==> config.mk <==
export PLATFORM = sky130hd
export DESIGN_NAME = pattern_sweeper
export DESIGN_NICKNAME = d
export VERILOG_FILES = /design/src/rtl/sweep_pkg.sv /design/src/rtl/nibble_stage.sv /design/src/rtl/chain_counter.sv /design/src/rtl/sweep_ctrl.sv /design/src/rtl/pattern_sweeper.sv
export SDC_FILE = /design/constraint.sdc
export NUM_CORES = 1
export LEC_CHECK = 0
export ABC_CLOCK_PERIOD_IN_PS = 2100
export BUFFER_PORTS_ARGS = -buffer_cell sky130_fd_sc_hd__buf_2
export CAP_MARGIN = 40
export CORE_MARGIN = 3
export CORE_UTILIZATION = 50
export CTS_CLUSTER_DIAMETER = 40
export DETAILED_ROUTE_END_ITERATION = 8
export PLACE_DENSITY_LB_ADDON = 0.08
export REMOVE_ABC_BUFFERS = 1
export SYNTH_ARGS = -nofsm -noshare
export SYNTH_HDL_FRONTEND = slang
export SYNTH_SLANG_ARGS = --single-unit
==> constraint.sdc <==
create_clock -name clk -period 2.1 [get_ports clk]
set_input_delay 0.21 -clock clk [delete_from_list [all_inputs] [get_ports clk]]
set_output_delay 0.21 -clock clk [all_outputs]
set_load 0.01 [all_outputs]
==> src/rtl/sweep_pkg.sv <==
package sweep_pkg;

    typedef enum logic [1:0] {
        ST_SETTLE = 2'd0,
        ST_EVAL   = 2'd1,
        ST_HALT   = 2'd2,
        ST_DONE   = 2'd3
    } sweep_state_t;

endpackage

==> src/rtl/nibble_stage.sv <==
module nibble_stage #(
    parameter int W = 4
) (
    input  logic         clk,
    input  logic         rst,
    input  logic         cin,
    output logic [W-1:0] q,
    output logic         cout
);

    always_ff @(posedge clk) begin
        if (rst) begin
            q <= '0;
        end else if (cin) begin
            q <= q + 1'b1;
        end
    end

    // carry ripples upward only when this stage is about to roll over
    assign cout = cin & (&q);

endmodule

==> src/rtl/chain_counter.sv <==
module chain_counter #(
    parameter int WIDTH   = 8,
    parameter int STAGE_W = 4
) (
    input  logic             clk,
    input  logic             rst,
    input  logic             inc,
    output logic [WIDTH-1:0] count,
    output logic             wrap
);

    localparam int NST = (WIDTH + STAGE_W - 1) / STAGE_W;

    logic [NST:0] carry;

    assign carry[0] = inc;

    for (genvar i = 0; i < NST; i++) begin : g_stage
        localparam int LO = i * STAGE_W;
        localparam int SW = ((WIDTH - LO) < STAGE_W) ? (WIDTH - LO) : STAGE_W;
        logic [SW-1:0] q;

        nibble_stage #(.W(SW)) u_stage (
            .clk  (clk),
            .rst  (rst),
            .cin  (carry[i]),
            .q    (q),
            .cout (carry[i+1])
        );

        assign count[LO +: SW] = q;
    end

    assign wrap = carry[NST];

endmodule

==> src/rtl/sweep_ctrl.sv <==
module sweep_ctrl
    import sweep_pkg::*;
(
    input  logic clk,
    input  logic rst,
    input  logic run_en,
    input  logic resume,
    input  logic hit,
    input  logic wrap,
    output logic advance,
    output logic capture,
    output logic halted,
    output logic done
);

    sweep_state_t state, state_nx;

    // state register
    always_ff @(posedge clk) begin
        if (rst) begin
            state <= ST_SETTLE;
        end else begin
            state <= state_nx;
        end
    end

    // next-state logic
    always_comb begin
        state_nx = state;
        unique case (state)
            ST_SETTLE: state_nx = ST_EVAL;
            ST_EVAL: begin
                if (hit) begin
                    state_nx = ST_HALT;
                end else if (run_en) begin
                    state_nx = wrap ? ST_DONE : ST_SETTLE;
                end
            end
            ST_HALT: begin
                if (resume && run_en) begin
                    state_nx = wrap ? ST_DONE : ST_SETTLE;
                end
            end
            ST_DONE: state_nx = ST_DONE;
        endcase
    end

    // outputs
    always_comb begin
        advance = 1'b0;
        capture = 1'b0;
        halted  = 1'b0;
        done    = 1'b0;
        unique case (state)
            ST_SETTLE: ;
            ST_EVAL: begin
                capture = hit;
                advance = !hit && run_en;
            end
            ST_HALT: begin
                halted  = 1'b1;
                advance = resume && run_en;
            end
            ST_DONE: done = 1'b1;
        endcase
    end

endmodule

==> src/rtl/pattern_sweeper.sv <==
module pattern_sweeper #(
    parameter int WIDTH      = 8,
    parameter int STAGE_W    = 4,
    parameter bit ACTIVE_LOW = 1'b1
) (
    input  logic             clk,
    input  logic             rst,
    input  logic             run_en,
    input  logic             resume,
    input  logic             dut_resp,
    output logic [WIDTH-1:0] pattern,
    output logic             halted,
    output logic [WIDTH-1:0] match_pattern,
    output logic             msb_ind,
    output logic             sweep_done
);

    localparam logic STOP_LVL = ACTIVE_LOW ? 1'b0 : 1'b1;

    logic resp_q;
    logic hit;
    logic advance;
    logic capture;
    logic wrap;

    // registered device response, idle level out of reset
    always_ff @(posedge clk) begin
        if (rst) begin
            resp_q <= !STOP_LVL;
        end else begin
            resp_q <= dut_resp;
        end
    end

    assign hit = (resp_q == STOP_LVL);

    chain_counter #(
        .WIDTH   (WIDTH),
        .STAGE_W (STAGE_W)
    ) u_count (
        .clk   (clk),
        .rst   (rst),
        .inc   (advance),
        .count (pattern),
        .wrap  (wrap)
    );

    sweep_ctrl u_ctrl (
        .clk     (clk),
        .rst     (rst),
        .run_en  (run_en),
        .resume  (resume),
        .hit     (hit),
        .wrap    (wrap),
        .advance (advance),
        .capture (capture),
        .halted  (halted),
        .done    (sweep_done)
    );

    always_ff @(posedge clk) begin
        if (rst) begin
            match_pattern <= '0;
        end else if (capture) begin
            match_pattern <= pattern;
        end
    end

    assign msb_ind = pattern[WIDTH-1];

endmodule

### Word level (Yosys, flattened, before mapping)

Cells that the tools add are included.

| storage, ports and cells | value |
|---|---|
| output and inout bits | 19 |
| word-level logic and storage cells | 30 |
| register bits | 19 |
| input port bits | 5 |

| cells by class | value |
|---|---|
| muxes and demuxes | 9 |
| bitwise logic cells | 3 |
| reductions and logical operators | 6 |
| add/sub/neg operators | 2 |
| equality and inequality tests | 5 |

Operator list:

| kind | number |
|---|---|
| 4-bit by 1-bit adder with 4-bit output, second input constant | 2 |
| 2-bit 2-to-1 mux | 4 |
| 2-bit case mux with 4 select lines | 1 |
| 4-bit AND reduction | 2 |
| 2-bit == test, second input constant | 2 |
| 1-bit 2-to-1 mux | 3 |
| 3-bit inequality test, second input constant | 1 |
| 1-bit bitwise AND | 2 |
| 2-bit by 1-bit == test with 1-bit output, second input constant | 1 |
| 1-bit logical AND | 2 |
| 2-bit zero test | 1 |
| 2-bit by 1-bit inequality test with 1-bit output, second input constant | 1 |
| 1-bit case mux with 2 select lines | 1 |
| 2-bit AND reduction | 1 |
| 1-bit NOT | 1 |

### Logic depth before layout (Yosys ltp)

Gate-level depths: netlist of the first run.

| logic depth | value |
|---|---|
| word-level depth | 8 |
| gate-level depth with buffers | 6 |
| gate-level depth less buffers | 6 |

### Modules after synthesis

Synthesis of the first run repeated with hierarchy kept, for this count alone.

| second synthesis, totals | value |
|---|---|
| cells, all modules | 92 |
| area, all modules | 937.1 µm² |

Modules (own cells, without submodules):

| module | area an instance (µm²) | cells an instance | times used |
|---|---|---|---|
| nibble_stage | 188.9 | 17 | 2 |
| pattern_sweeper | 324.1 | 30 | 1 |
| sweep_ctrl | 235.2 | 28 | 1 |

### Least setup slack after synthesis of the first run

No wires, ideal clock.

| path | value |
|---|---|
| kind | reg-to-reg |
| start | register u_ctrl.state[0] |
| end | register u_count.g_stage[1].u_stage.q[3] |
| data arrival time | 1532 ps |
| setup slack | 445 ps |
| required time | 1977 ps |
| path buffers | 0 |
| cell stages (with the launch flop) | 7 |
| library setup time | 123 ps |
| path through | dfxtp_1 -> inv_1 -> ha_1 -> nand2_1 -> nor3_4 -> nand4_1 -> mux2_1 |

| between the ends | value |
|---|---|
| longest elaborated chain between the ends | 3 |
| elaborated cells on any way between the ends | 4 |
| those cells by class | 2 x eq/ne; 1 x mux; 1 x bitwise |

RTL lines:

| item | line | RTL |
|---|---|---|
| from (decl) | sweep_ctrl.sv:16 | `sweep_state_t state, state_nx;` |
| from (signal assigned) | sweep_ctrl.sv:23 | `state <= state_nx;` |
| 2-bit == test or 2-bit by 1-bit == test with 1-bit output (tied branches) | sweep_ctrl.sv:54 | `unique case (state)` |
| 1-bit case mux with 2 select lines (*) | sweep_ctrl.sv:54 |  |
| 1-bit bitwise AND (*) | nibble_stage.sv:20 | `assign cout = cin & (&q);` |
| to (signal assigned) | nibble_stage.sv:15 | `q <= q + 1'b1;` |
| to (decl) | nibble_stage.sv:7 | `output logic [W-1:0] q,` |

Mark *: on every way between the ends. The rest lies on a longest branch, timed or not.
A chain may end at the register's enable or synchronous reset.

### Worst setup path in the final report of the first run

Ends and elaborated chain as after synthesis.

==> run metrics, run 1 <==
min Tclk post-route 1790 ps; post-route ant nets 0; die width 48.6 um; Worst VDD drop 373 uV; leakage power 0.532 nW; relative slew slack 63.2%; CP max FO 7; Nets 125; Initial Utilization 56.2%; Hold Crit Depth 2; unrepaired setup endpoints after global routing false; storage element area 380 um2; power density cells 588 nW/um2; Inserted Clock Buffers 3; Ys Warns 0; commonest non-fill, non-tap cell in the layout buf_2; synthesized area 906 um2; port bufs 23; Hold Path Class input pin to flip-flop; post-CTS setup buffer count 0; CTS root buf clkbuf_4; filler cell count 159; DR WL/cell 11.8 um; Worst Hold Launch dut_resp; hold buffers post-CTS 0; final core utilization 65.7%; GPL Wtd Cong 0.878; FMAX 558 MHz; Fin Hold WS 90.7 ps; # clock sinks 19; largest net degree at the start of global routing 21; r2r setup slk 310 ps; clk_skew 2.83 ps; final hold violation count 0; Clock Path Buffers 2; Post-route DRC 0; Via-to-Cell Ratio 5.10; Die ar. 2360 um2; crit path kind flip-flop to flip-flop; max_cap viols 0; WHS Endpoint resp_q$_SDFF_PP1_; via count 699; Ports 24; Synth cell types 32; drt first pass iters 4; commonest non-fill, non-tap cells in the layout buf_2 (23), dfxtp_1 (19), nor2_1 (16); H-Tree Depth 1; diodes inserted 0; final WL 1620 um; Mapped Cells 90; later-pin clock latency in the skew report 290 ps; actual slew at the worst max-slew pin 552 ps; Final Cycle Share 85.3%; FF-to-FF path depth 6; antenna violations before repair 0; Critical R2R Launch u_ctrl.state[0]$_SDFFE_PP0P_; Seq/Total Area, Yosys 42.0%; grt ovf 0; final setup fails 0; Seq cells post-synth 19; crit end category flip-flop; crit path launch type flip-flop; Detailed Route Iter0 Violations 12; DP HPWL 1210 um; status complete, no violations; CTS tree built; Core Rows 14; vias in the first global route 675; CORE AREA 1610 um2; first-pass GRT wire length 2900 um; Post-CTS Resized 0; Die H 48.6 um; clock-pin slew on the worst setup and hold paths 110 ps; fin. max-slew vios 0; r2r endpoint u_count.g_stage[1].u_stage.q[3]$_SDFFE_PP0P_; TNS Setup 0 ps; multi-input gate area in the final layout 494 um2; share of layout cells above drive strength 1 31.0%; Area growth syn-to-layout 16.9%; Arr. time, crit path 1980 ps; Mapped Avg Cell Area 10.1 um2; Worst Path Required 2290 ps; global-route usage over all layers 15.3%
## registers in the layout (all words and copies together), names as in the netlist
signal                     count
match_pattern                  8
resp_q                         1
u_count.g_stage.u_stage.q      8
u_ctrl.state                   2
## Yosys cell counts
master / number / area [um2]
dfxtp_1: 19 / 380
nor2_1: 16 / 60.1
mux2i_1: 9 / 90.1
ha_1: 6 / 75.1
xnor2_1: 5 / 43.8
inv_1: 3 / 11.3
nand2_1: 3 / 11.3
clkbuf_1: 2 / 7.51
nand3_1: 2 / 10.0
nor4_1: 2 / 12.5
nor4b_2: 2 / 30.0
a211o_1: 1 / 8.76
a211oi_1: 1 / 7.51
a21oi_1: 1 / 5.00
a22oi_2: 1 / 12.5
a31oi_1: 1 / 6.26
and3_1: 1 / 6.26
and3b_1: 1 / 8.76
buf_2: 1 / 5.00
buf_4: 1 / 7.51
mux2_1: 1 / 11.3
mux2_4: 1 / 15.0
nand2b_1: 1 / 6.26
nand4_1: 1 / 6.26
nor2b_1: 1 / 6.26
nor3_1: 1 / 5.00
nor3_4: 1 / 16.3
nor3b_1: 1 / 7.51
nor4_2: 1 / 12.5
o21a_2: 1 / 8.76
o21ai_0: 1 / 5.00
or2_2: 1 / 6.26
## through the flow
step                instances  setup slack (ps)  instance area (um2)  power [W]
floorplan                  86               445                  886   0.000427
global placement          133               381                 1030   0.000446
global route              137               170                 1060   0.000660
CTS                       137               291                 1060   0.000630
detailed placement        133               296                 1030   0.000448
finish                    137               308                 1060   0.000622
## cell families (layout without fill, tap and decap cells)
| kind of cell | count (synthesis) | in the layout | share of synthesized area (%) |
|---|---|---|---|
| DFF | 19 | 19 | 42.0 |
| and+or+nand+nor | 35 | 35 | 22.7 |
| adders and majority gates | 6 | 6 | 8.29 |
| xor gates and xnor gates | 5 | 5 | 4.83 |
| buffers and inverters | 7 | 30 | 3.45 |
| muxes | 11 | 11 | 12.8 |
| AOI/OAI and AO/OA | 7 | 7 | 5.94 |
## metal layers
metal	wire (um)	up-vias	track usage, %
met1	753	323	20.0
met2	777	19	25.9
li1	-	355	-
met4	14	0	5.69
met5	0	-	0
met3	77	2	1.84
## layout make-up
cell class,count,share of cell area (%)
Tap cell,24,2.84
Clock buffer,3,2.13
Timing Repair Buffer,23,10.9
Sequential cell,19,35.9
Inverter,3,1.06
Clock inverter,1,0.473
Multi-Input combinational cell,64,46.7
## worst max path at each step
stage,startpoint,to,cells past startpoint
after floorplan,u_ctrl.state[0]$_SDFFE_PP0P_,u_count.g_stage[1].u_stage.q[3]$_SDFFE_PP0P_,6
after global placement,u_ctrl.state[0]$_SDFFE_PP0P_,u_count.g_stage[1].u_stage.q[3]$_SDFFE_PP0P_,6
after detailed placement,u_ctrl.state[0]$_SDFFE_PP0P_,u_count.g_stage[1].u_stage.q[3]$_SDFFE_PP0P_,6
after CTS,u_ctrl.state[0]$_SDFFE_PP0P_,u_count.g_stage[1].u_stage.q[3]$_SDFFE_PP0P_,6
after global routing,u_ctrl.state[1]$_SDFFE_PP0P_,u_count.g_stage[1].u_stage.q[3]$_SDFFE_PP0P_,6
final,u_ctrl.state[0]$_SDFFE_PP0P_,u_count.g_stage[1].u_stage.q[3]$_SDFFE_PP0P_,6
## worst max-delay path, cell delays in order (launching register included)
cell and delay, ps:
dfxtp_1 380, inv_1 90, ha_1 280, nand2_1 170
nor3_4 310, nand4_1 140, mux2_1 320
## power breakdown
part           internal, W  switching, W  total (W)  leakage (nW)
Combinational    0.0000289     0.0000400  0.0000688         0.361
Sequential        0.000365    0.00000483   0.000370         0.154
Clock            0.0000708      0.000113   0.000183        0.0177
Total             0.000465      0.000157   0.000622         0.532
Note: power is estimated with default switching activity, not from simulation.
==> inputs of run 2 (changes only) <==
- MAX_ROUTING_LAYER: default -> met4
==> run metrics, run 2 (synthesized netlist as in run 1, its figures left out) <==
final setup fails 0 (unchanged); global-route usage over all layers 15.7% (+0.43 points); final hold violation count 0 (unchanged); Initial Utilization 56.2% (unchanged); # clock sinks 19 (unchanged); met1 Resource Use GR 20.0% (unchanged); Slowest cell on crit path dfxtp_1; diodes inserted 0 (unchanged); hold buffers post-CTS 0 (unchanged); CORE AREA 1610 um2 (unchanged); grt ovf 0 (unchanged); P_sw 0.000157 W (about the same); Final Cycle Share 85.3% (about the same); actual slew at the worst max-slew pin 552 ps (unchanged); Critical R2R Launch u_ctrl.state[0]$_SDFFE_PP0P_; clk_skew 2.83 ps (+0.00261 ps); Hold Path Class input pin to flip-flop; r2r setup slk 310 ps (about the same); Arr. time, crit path 1980 ps (about the same); final WL 1620 um (unchanged); antenna violations before repair 0 (unchanged); Post-CTS Resized 0 (unchanged); Via-to-Cell Ratio 5.10 (unchanged); Inserted Clock Buffers 3 (unchanged); sequential share of power 59.5% (about the same); Clock Power Share 29.5% (about the same); Worst Path Required 2290 ps (about the same); Detailed Route Iter0 Violations 12 (unchanged); WHS Endpoint resp_q$_SDFF_PP1_; CTS tree built; FF-to-FF path depth 6 (unchanged); final core utilization 65.7% (unchanged); clock-pin slew on the worst setup and hold paths 110 ps (about the same); die width 48.6 um (unchanged); max_cap viols 0 (unchanged); Die H 48.6 um (unchanged); GPL Wtd Cong 0.892 (+1.7%); Regs by FF count match_pattern x8, u_count.g_stage.u_stage.q x8, u_ctrl.state x2; port bufs 23 (unchanged); total power 0.000622 W (about the same); Largest stage delay, worst path 380 ps (about the same); min Tclk post-route 1790 ps (-0.00300 ps); post-route ant nets 0 (unchanged); crit-path cells inv_1 -> ha_1 -> nand2_1 -> nor3_4 -> nand4_1 -> mux2_1; fin. max-slew vios 0 (unchanged); most used routing layer met2; Int Pwr 0.000465 W (unchanged); FMAX 558 MHz (about the same); Nets 125 (unchanged); commonest non-fill, non-tap cell in the layout buf_2; crit path launch type flip-flop; CP max FO 7 (unchanged); Core Rows 14 (unchanged); Post-route DRC 0 (unchanged); crit end category flip-flop; Die ar. 2360 um2 (unchanged); Logic pwr share 11.1% (about the same); Worst Hold Launch dut_resp; Worst VDD drop 373 uV (unchanged); TNS Setup 0 ps (unchanged); power density cells 588 nW/um2 (about the same); Ports 24 (unchanged); Hold Crit Depth 2 (unchanged); later-pin clock latency in the skew report 290 ps (about the same); relative slew slack 63.2% (unchanged); drt first pass iters 4 (unchanged); grt met2 use 25.9% (unchanged); CTS root buf clkbuf_4; via count 699 (unchanged); H-Tree Depth 1 (unchanged); status complete, no violations; DR WL/cell 11.8 um (unchanged); DP HPWL 1210 um (unchanged); commonest non-fill, non-tap cells in the layout buf_2 (23), dfxtp_1 (19), nor2_1 (16); crit path kind flip-flop to flip-flop; share of layout cells above drive strength 1 31.0% (unchanged); Clock Path Buffers 2 (unchanged); post-CTS setup buffer count 0 (unchanged); Area growth syn-to-layout 16.9% (unchanged); routing usage on met3 1.84% (unchanged); vias in the first global route 675 (unchanged); leakage power 0.532 nW (unchanged); largest net degree at the start of global routing 21 (unchanged); r2r endpoint u_count.g_stage[1].u_stage.q[3]$_SDFFE_PP0P_; first-pass GRT wire length 2910 um (+0.24%); unrepaired setup endpoints after global routing false; sw frac 25.3% (about the same)
## run 2: power by group through the flow
stage          logic (W)  clock network (W)  registers (W)
6_report       0.0000688           0.000183       0.000370
5_1_grt        0.0000760           0.000213       0.000371
4_1_cts        0.0000695           0.000190       0.000370
3_5_place_dp   0.0000692                  0       0.000378
3_3_place_gp   0.0000682                  0       0.000378
2_1_floorplan  0.0000493                  0       0.000378
## run 2: worst max-delay path, delay by kind of cell, from the launching register on
kind,cells,cell delay (ps)
adders and majority gates,1,280
buffers and inverters,1,90
and+or+nand+nor,3,620
muxes,1,320
DFF,1,380
## run 2: worst max path at each step
stage,cells after the start,slack [ps],to,from
3_3_place_gp,6,380,u_count.g_stage[1].u_stage.q[3]$_SDFFE_PP0P_,u_ctrl.state[0]$_SDFFE_PP0P_
3_5_place_dp,6,300,u_count.g_stage[1].u_stage.q[3]$_SDFFE_PP0P_,u_ctrl.state[0]$_SDFFE_PP0P_
6_report,6,310,u_count.g_stage[1].u_stage.q[3]$_SDFFE_PP0P_,u_ctrl.state[0]$_SDFFE_PP0P_
4_1_cts,6,290,u_count.g_stage[1].u_stage.q[3]$_SDFFE_PP0P_,u_ctrl.state[0]$_SDFFE_PP0P_
5_1_grt,6,170,u_count.g_stage[1].u_stage.q[3]$_SDFFE_PP0P_,u_ctrl.state[1]$_SDFFE_PP0P_
2_1_floorplan,6,440,u_count.g_stage[1].u_stage.q[3]$_SDFFE_PP0P_,u_ctrl.state[0]$_SDFFE_PP0P_
## run 2: cell type report
type                    instances  area (um2)
fillers                       159         553
multi-input cells              64         494
flip-flops and latches         19         380
repair buffers                 23         115
well taps                      24        30.0
clock buffers                   3        22.5
inverters                       3        11.3
clock inverters                 1        5.00
## run 2: layer usage
layer / up-vias / share of wire (%)
met5: - / 0
met4: 0 / 0.86
met3: 2 / 4.7
met2: 19 / 48
met1: 323 / 46
li1: 355 / -
## run 2: stage by stage
stage | std cells | hold slack [ps] | cell area (um2) | setup WS (ps)
after floorplan | 86 | 279 | 886 | 445
after global placement | 133 | 391 | 1030 | 381
after detailed placement | 133 | 398 | 1030 | 296
after CTS | 137 | 87.8 | 1060 | 291
after global routing | 137 | 89.3 | 1060 | 170
final | 137 | 90.7 | 1060 | 308
==> inputs of run 3 (changes only) <==
- ABC_CLOCK_PERIOD_IN_PS: 2100 -> default
- RECOVER_POWER: default -> 100
==> run metrics, run 3 (synthesized netlist as in run 1, its figures left out) <==
Final Cycle Share 88.1% (+2.7 points); clock-pin slew on the worst setup and hold paths 100 ps (about the same); Post-route DRC 0 (unchanged); DR WL/cell 12.0 um (+1.3%); Ports 24 (unchanged); Initial Utilization 56.2% (unchanged); grt ovf 0 (unchanged); r2r setup slk 250 ps (-60 ps); clk_skew 3.58 ps (+0.746 ps); Critical R2R Launch u_ctrl.state[0]$_SDFFE_PP0P_; hold buffers post-CTS 0 (unchanged); Worst Path Required 2250 ps (-40 ps); crit-path cells inv_1 -> ha_1 -> a22oi_2 -> nor4b_2 -> nor4b_1 -> nor4_2; CTS tree built; CTS root buf clkbuf_4; final setup fails 0 (unchanged); Nets 125 (unchanged); vias in the first global route 675 (unchanged); Detailed Route Iter0 Violations 8 (-4); CORE AREA 1610 um2 (unchanged); crit path kind flip-flop to flip-flop; Slowest cell on crit path a22oi_2; drt first pass iters 4 (unchanged); status complete, no violations; via count 701 (+0.29%); unrepaired setup endpoints after global routing false; r2r endpoint u_ctrl.state[1]$_SDFFE_PP0P_; sw frac 25.2% (-0.056 points); diodes inserted 0 (unchanged); commonest non-fill, non-tap cells in the layout clkbuf_1 (20), dfxtp_1 (19), nor2_1 (16); antenna violations before repair 0 (unchanged); P_sw 0.000156 W (-0.59%); final WL 1640 um (+1.3%); total power 0.000620 W (-0.37%); commonest non-fill, non-tap cell in the layout clkbuf_1; Regs by FF count match_pattern x8, u_count.g_stage.u_stage.q x8, u_ctrl.state x2; post-route ant nets 0 (unchanged); Worst Hold Launch dut_resp; port bufs 23 (unchanged); power density cells 604 nW/um2 (+2.7%); leakage power 0.443 nW (-17%); # clock sinks 19 (unchanged); Die ar. 2360 um2 (unchanged); Arr. time, crit path 2000 ps (+20 ps); WHS Endpoint resp_q$_SDFF_PP1_; max_cap viols 0 (unchanged); die width 48.6 um (unchanged); Final WS setup 251 ps (-57.5 ps); Clock Path Buffers 2 (unchanged); Worst VDD drop 374 uV (+0.11%); Clock Power Share 29.4% (about the same); Core Rows 14 (unchanged); Hold Path Class input pin to flip-flop; final hold violation count 0 (unchanged); actual slew at the worst max-slew pin 839 ps (+287 ps); FMAX 541 MHz (-3.1%); CP max FO 7 (unchanged); Area growth syn-to-layout 13.4%; share of layout cells above drive strength 1 12.4% (-19 points); global-route usage over all layers 15.7% (unchanged); TNS Setup 0 ps (unchanged); final core utilization 63.7% (-1.9 points); crit path launch type flip-flop; min Tclk post-route 1850 ps (+57.5 ps); relative slew slack 44.1% (-19 points); DP HPWL 1210 um (unchanged); Via-to-Cell Ratio 5.12 (+0.29%); Inserted Clock Buffers 3 (unchanged); FF-to-FF path depth 6 (unchanged); Int Pwr 0.000464 W (-0.29%); Placed Cells 133 (unchanged); Post-CTS Resized 0 (unchanged); largest net degree at the start of global routing 21 (unchanged); later-pin clock latency in the skew report 290 ps (about the same); GPL Wtd Cong 0.892 (unchanged); fin. max-slew vios 0 (unchanged); first-pass GRT wire length 2910 um (unchanged); Hold Crit Depth 2 (unchanged); post-CTS setup buffer count 0 (unchanged); sequential share of power 59.7% (+0.2 points); Largest stage delay, worst path 400 ps (+20 ps); final non-filler cell total 137 (unchanged); H-Tree Depth 1 (unchanged); crit end category flip-flop; Die H 48.6 um (unchanged); Placement Setup Slack 296 ps (unchanged); Logic pwr share 10.9% (-0.2 points)
[run 3: cell types whose count changed in the layout (fill, tap and decap cells not counted)]
cell and change:
clkbuf_1 +20, buf_2 -20, nor4b_1 +1, nor4b_2 -1
[run 3: layer usage]
layer	part of all wire, %	global-route usage (%)
met5	0	-
met4	0.85	5.69
met3	4.7	1.84
met2	47	25.9
met1	47	20.0
[run 3: power groups by stage]
stage | registers (W) | clock network [W] | logic, W
final | 0.000370 | 0.000182 | 0.0000675
after global routing | 0.000371 | 0.000213 | 0.0000743
after CTS | 0.000370 | 0.000190 | 0.0000695
after detailed placement | 0.000378 | 0 | 0.0000692
after global placement | 0.000378 | 0 | 0.0000682
after floorplan | 0.000378 | 0 | 0.0000493
[run 3: area by class of cell]
type	instances	area, um2
Inverter	3	11.3
Clock buffer	3	22.5
Tap cell	24	30.0
Multi-Input combinational cell	64	488
Fill cell	166	584
Timing Repair Buffer	23	90.1
Clock inverter	1	5.00
Sequential cell	19	380
[run 3: how the worst max path moves through the flow]
stage	cells after the start	end	slack, ps	start
floorplan	6	u_count.g_stage[1].u_stage.q[3]$_SDFFE_PP0P_	440	u_ctrl.state[0]$_SDFFE_PP0P_
global placement	6	u_count.g_stage[1].u_stage.q[3]$_SDFFE_PP0P_	380	u_ctrl.state[0]$_SDFFE_PP0P_
detailed placement	6	u_count.g_stage[1].u_stage.q[3]$_SDFFE_PP0P_	300	u_ctrl.state[0]$_SDFFE_PP0P_
CTS	6	u_count.g_stage[1].u_stage.q[3]$_SDFFE_PP0P_	290	u_ctrl.state[0]$_SDFFE_PP0P_
global route	6	u_ctrl.state[1]$_SDFFE_PP0P_	130	u_ctrl.state[0]$_SDFFE_PP0P_
finish	6	u_ctrl.state[1]$_SDFFE_PP0P_	250	u_ctrl.state[0]$_SDFFE_PP0P_
[run 3: per-stage QoR]
| stage | hold slack (ps) | area (um2) |
|---|---|---|
| detailed placement | 398 | 1030 |
| global route | 89.3 | 1030 |
| global placement | 391 | 1030 |
| floorplan | 279 | 886 |
| CTS | 87.8 | 1060 |
| finish | 92.4 | 1030 |
[run 3: critical path: cells and delay by family, from the launching register on]
family	cells	cell delay, ps
buffers and inverters	1	90
adders and majority gates	1	280
DFF	1	380
and+or+nand+nor	3	560
AOI/OAI and AO/OA	1	400
